`src/rtl/alu_slice_pkg.sv`:
```
package alu_slice_pkg;
  localparam int SEL_W = 4;

  typedef enum logic [SEL_W-1:0] {
    FN_DEC   = 4'b0000,
    FN_SUBM  = 4'b0110,
    FN_ADD   = 4'b1001,
    FN_ORINC = 4'b1011,
    FN_DBL   = 4'b1100,
    FN_PASS  = 4'b1111
  } fn_code_e;

  localparam logic MODE_ARITH = 1'b0;
  localparam logic MODE_LOGIC = 1'b1;
endpackage

```
`src/rtl/alu_operand_mux.sv`:
```
module alu_operand_mux
  import alu_slice_pkg::*;
#(
  parameter int W = 4
) (
  input  logic [W-1:0]     a,
  input  logic [W-1:0]     b,
  input  logic [SEL_W-1:0] sel,
  output logic [W-1:0]     x,
  output logic [W-1:0]     y
);
  localparam logic [W-1:0] ONES = {W{1'b1}};
  localparam logic [W-1:0] ZERO = '0;

  // Every arithmetic function is expressed as x + y + cin.
  always_comb begin
    x = a;
    y = ZERO;
    case (sel)
      FN_DEC:   y = ONES;
      FN_SUBM:  y = ~b;
      FN_ADD:   y = b;
      FN_ORINC: x = a | b;
      FN_DBL:   y = a;
      default:  y = ZERO;
    endcase
  end
endmodule

```
`src/rtl/alu_ripple.sv`:
```
module alu_ripple #(
  parameter int W = 4
) (
  input  logic [W-1:0] x,
  input  logic [W-1:0] y,
  input  logic         cin,
  output logic [W-1:0] sum,
  output logic         cout,
  output logic         grp_p,
  output logic         grp_g
);
  logic [W-1:0] prop;
  logic [W-1:0] gen;
  logic [W:0]   carry;
  logic [W:0]   gacc;

  assign carry[0] = cin;
  assign gacc[0]  = 1'b0;

  for (genvar i = 0; i < W; i++) begin : g_bit
    assign prop[i]    = x[i] ^ y[i];
    assign gen[i]     = x[i] & y[i];
    assign sum[i]     = prop[i] ^ carry[i];
    assign carry[i+1] = gen[i] | (prop[i] & carry[i]);
    assign gacc[i+1]  = gen[i] | (prop[i] & gacc[i]);
  end

  assign cout  = carry[W];
  assign grp_p = &prop;
  assign grp_g = gacc[W];
endmodule

```
`src/rtl/alu_logic_unit.sv`:
```
module alu_logic_unit
  import alu_slice_pkg::*;
#(
  parameter int W = 4
) (
  input  logic [W-1:0]     a,
  input  logic [W-1:0]     b,
  input  logic [SEL_W-1:0] sel,
  output logic [W-1:0]     f
);
  always_comb begin
    case (sel)
      FN_DEC:   f = ~a;
      FN_SUBM:  f = ~(a ^ b);
      FN_ADD:   f = a ^ b;
      FN_ORINC: f = a | b;
      FN_DBL:   f = '0;
      default:  f = a;
    endcase
  end
endmodule

```
`src/rtl/alu_slice.sv`:
```
module alu_slice
  import alu_slice_pkg::*;
#(
  parameter int W = 4
) (
  input  logic             clk,
  input  logic             rst,
  input  logic [W-1:0]     a_i,
  input  logic [W-1:0]     b_i,
  input  logic [SEL_W-1:0] sel_i,
  input  logic             mode_i,
  input  logic             cin_i,
  output logic [W-1:0]     f_o,
  output logic             cout_o,
  output logic             eq_o,
  output logic             p_o,
  output logic             g_o
);
  logic [W-1:0] opx, opy, arith_f, logic_f;
  logic         arith_c, gp, gg;

  alu_operand_mux #(.W(W)) opmux_i (
    .a(a_i), .b(b_i), .sel(sel_i), .x(opx), .y(opy)
  );

  alu_ripple #(.W(W)) adder_i (
    .x(opx), .y(opy), .cin(cin_i), .sum(arith_f), .cout(arith_c),
    .grp_p(gp), .grp_g(gg)
  );

  alu_logic_unit #(.W(W)) lu_i (
    .a(a_i), .b(b_i), .sel(sel_i), .f(logic_f)
  );

  logic [W-1:0] f_n;
  logic         c_n;

  always_comb begin
    if (mode_i == MODE_LOGIC) begin
      f_n = logic_f;
      c_n = 1'b0;
    end else begin
      f_n = arith_f;
      c_n = arith_c;
    end
  end

  always_ff @(posedge clk) begin
    if (rst) begin
      f_o    <= '0;
      cout_o <= 1'b0;
      eq_o   <= 1'b0;
      p_o    <= 1'b0;
      g_o    <= 1'b0;
    end else begin
      f_o    <= f_n;
      cout_o <= c_n;
      eq_o   <= (a_i == b_i);
      p_o    <= gp;
      g_o    <= gg;
    end
  end
endmodule

```
`config.mk`:
```
export PLATFORM = sky130hd
export DESIGN_NAME = alu_slice
export DESIGN_NICKNAME = d
export VERILOG_FILES = /design/src/rtl/alu_slice_pkg.sv /design/src/rtl/alu_operand_mux.sv /design/src/rtl/alu_ripple.sv /design/src/rtl/alu_logic_unit.sv /design/src/rtl/alu_slice.sv
export SDC_FILE = /design/constraint.sdc
export NUM_CORES = 1
export LEC_CHECK = 0
export CAP_MARGIN = 20
export CORE_ASPECT_RATIO = 0.5
export CORE_MARGIN = 2
export CORE_UTILIZATION = 25
export CTS_CLUSTER_DIAMETER = 60
export DETAILED_ROUTE_END_ITERATION = 10
export HOLD_SLACK_MARGIN = 0.08
export SYNTH_ARGS = -nofsm -noshare
export SYNTH_HDL_FRONTEND = slang
export SYNTH_SLANG_ARGS = --single-unit
```
`constraint.sdc`:
```
create_clock -name clk -period 3.3 [get_ports clk]
set_input_delay 0.825 -clock clk [delete_from_list [all_inputs] [get_ports clk]]
set_output_delay 0.825 -clock clk [all_outputs]
set_load 0.01 [all_outputs]
```
==> impl_metrics.py <==
metrics = {
    "die": {
        "die_w_um": 88.36,
        "core_um2": 3416,
        "initial_core_util_pct": 26.04,
        "die_area_um2": 4080,
        "fp-row-count": 15,
        "io_pins": 24,
        "die_h_um": 46.18,
    },
    "sta": {
        "rsz0062_at_grt": "no",
        "worst_slack_ns": 0.1232,
        "tightest_slew_ns": 0.3107,
        "finalCriticalPeriod_ns": 3.177,
        "max-slew-margin-rel_pct": 79.22,
        "maxClockFrequency_mhz": 314.8,
        "slew_viol_final": 0,
        "finalSetupViolations": 0,
        "fin_crit_sh_pct": 96.27,
        "hold_violations": 0,
    },
    "global_route": {
        "antenna_found_initial": 0,
        "grt_max_degree": 14,
        "gr-total-overflow": 0,
        "grt_pass1_vias": 951,
        "grt_pass1_wl_mm": 4.195,
        "grt.total_usage_pct": 13.38,
    },
    "yosys": {
        "synth.top_cell.area_share_pct": 18.00,
        "synth-edff-count": 0,
        "synthCells": 115,
        "synth_area_leaders": "dfxtp_1 18%, ha_1 11%, fa_1 9.0%",
        "syn_nets": 143,
        "ys_seq_area_share_pct": 18.00,
        "synth_top_cell_by_area": "dfxtp_1",
        "syn_area_um2": 889.6,
        "ys_warn_count": 0,
        "synth_area_per_cell_um2": 7.736,
        "async_reset_ff_share_pct": 0,
        "synthFlopType": "dfxtp_1",
        "ys_ff_latch": 8,
        "ys_types": 33,
        "ys_top_cells_by_count": "12 x a21oi_1, 12 x inv_1, 8 x dfxtp_1, 8 x ha_1, 8 x nand3_1",
    },
    "outcome": {
        "status": "finished clean",
    },
    "worst_setup_path": {
        "crit_family": "adder cells",
        "endpoint_kind": "flip-flop",
        "crit_arrival_ns": 3.32,
        "cpPeakStageDelay_ns": 0.42,
        "crit_buf_inv": 2,
        "crit_path_start_kind": "input pin",
        "cp_max_fo": 5,
        "cp.required_ns": 3.44,
        "crit_type": "input pin to flip-flop",
        "cp_slowest_cell": "fa_1",
        "crit_chain": "clkbuf_2 -> or2_4 -> a21oi_2 -> a21oi_1 -> o22ai_2 -> fa_2 -> inv_1 -> fa_2 -> fa_2 -> fa_1 -> or3_1 -> o221ai_1",
        "crit_top_cell": "fa_2",
    },
    "cells_and_area": {
        "finish.utilization_pct": 42.97,
        "n_fill_cell": 344,
        "area_growth_pct": 64.98,
        "insertedDiodeCount": 0,
        "fin_cells": 214,
        "drive_above_1_share_pct": 31.90,
        "fin_nets": 193,
    },
    "cts": {
        "cts.path.max_buffers": 2,
        "clk_pin_slew_ns": 0.04,
        "cts_root_buf": "clkbuf_8",
        "cts-hold-fix-buffers": 0,
        "cts_tree": "yes",
        "htree_num_levels": 1,
        "numClockSinks": 8,
        "cts_buffers": 3,
    },
    "pwr": {
        "pwr-share-comb_pct": 43.1,
        "switchingPower_mw": 0.1120,
        "p_leak_nw": 0.6601,
        "powerDensity_nw_per_um2": 262.0,
        "internal-power_mw": 0.2725,
        "vdd_drop_max_v": 0.0001192,
        "netSwitchingFraction_pct": 29.14,
        "p_total_mw": 0.3846,
        "power.share.clock_pct": 29.2,
        "pwr-share-seq_pct": 27.7,
    },
    "placed_design": {
        "pre_cts_ws_ns": -0.4447,
        "post-place-cells": 207,
        "gp_congestion": 0.8513,
        "port_buffers": 23,
        "hpwl_mm": 2.115,
    },
    "drt": {
        "drt-initial-drc-count": 113,
        "drc": 0,
        "routed-via-count": 1028,
        "postRouteAntennaNets": 0,
        "drt-total-wl_mm": 2.576,
        "drtPass1Iterations": 4,
        "viasPerCell": 4.804,
        "wl_per_cell_um": 12.04,
    },
    "min_path": {
        "min_from": "a_i[1]",
        "hold_depth": 4,
        "min_to": "f_o[1]",
        "hold_path_class": "input pin to flip-flop",
    },
    "job": {
        "maxCapViolCount": 0,
    },
}
## cell usage in the layout (no fill, tap or decap), drive strengths merged, types with 7 or more instances in the layout
master and n:
buf 28, clkdlybuf4s50 15, a21oi 12, inv 12, nand3 8, dfxtp 8, ha 8, clkbuf 8
nand2 7, o22ai 7, o21ai 7
## worst max-delay path by stage
stage / from / endpoint / slack, ns / cells past startpoint
floorplan: sel_i[2] / f_o[3] / -0.003 / 12
global route: sel_i[2] / f_o[3] / 0.02 / 11
CTS: b_i[0] / f_o[3] / 0.003 / 11
finish: sel_i[2] / f_o[3] / 0.12 / 12
global placement: sel_i[3] / f_o[3] / -0.42 / 11
detailed placement: sel_i[3] / f_o[3] / -0.44 / 12
## worst min-delay path: stages
cell and delay, ns:
dlymetal6s2s_1 0.13, inv_1 0.08, buf_4 0.10, o221ai_1 0.10
## registers in the layout (all words and copies together), names as in the netlist
signal  count
cout_o      1
eq_o        1
f_o         4
g_o         1
p_o         1
## layer usage
| metal | share of wire [%] | GRT usage [%] | vias to the layer above | routed length [um] |
|---|---|---|---|---|
| met1 | 50 | 19.23 | 477 | 1282 |
| met4 | 0 | 0 | 0 | 0 |
| met5 | 0 | 0 | - | 0 |
| li1 | - | - | 523 | - |
| met3 | 5.9 | 3.943 | 0 | 153 |
| met2 | 44 | 21.20 | 28 | 1140 |
## cell families (layout without fill, tap and decap cells)
group | Yosys count | after routing | synth area share (%)
buf+inv | 18 | 66 | 8.579
flops | 8 | 8 | 18.00
compound gates | 39 | 39 | 27.99
fa+ha+maj | 12 | 12 | 20.25
simple gates | 38 | 38 | 25.18
## power by group through the flow
| stage | logic (mW) | registers [mW] | clock network, mW |
|---|---|---|---|
| 5_1_grt | 0.186 | 0.107 | 0.124 |
| 2_1_floorplan | 0.0760 | 0.112 | 0 |
| 3_5_place_dp | 0.156 | 0.108 | 0 |
| 4_1_cts | 0.159 | 0.107 | 0.116 |
| 6_report | 0.166 | 0.107 | 0.112 |
| 3_3_place_gp | 0.155 | 0.108 | 0 |
## area by class of cell
cell class / instances / area [um2] / share of cell area, %
multi-input combinational: 89 / 714.4 / 48.68
sequential: 8 / 160.2 / 10.91
tap: 51 / 63.81 / 4.348
inverter: 12 / 45.04 / 3.069
clock buffer: 3 / 41.29 / 2.813
timing repair buffer: 51 / 442.9 / 30.18
## repair_timing
item | 4_1_cts | 5_1_grt
setup endpoints to repair | 1 | 1
buffers inserted | 2 | 2
gates resized for setup | 9 | 21
pin swaps | 4 | 8
## per-stage QoR
step / area (um2) / setup TNS, ns / hold WS [ns]
2_1_floorplan: 913.4 / -0.002843 / 0.8974
4_1_cts: 1424 / 0 / 1.248
3_5_place_dp: 1356 / -0.6718 / 1.521
5_1_grt: 1468 / 0 / 1.105
6_report: 1468 / 0 / 1.086
3_3_place_gp: 1356 / -0.5983 / 1.508
(Power assumes the default switching activity.)
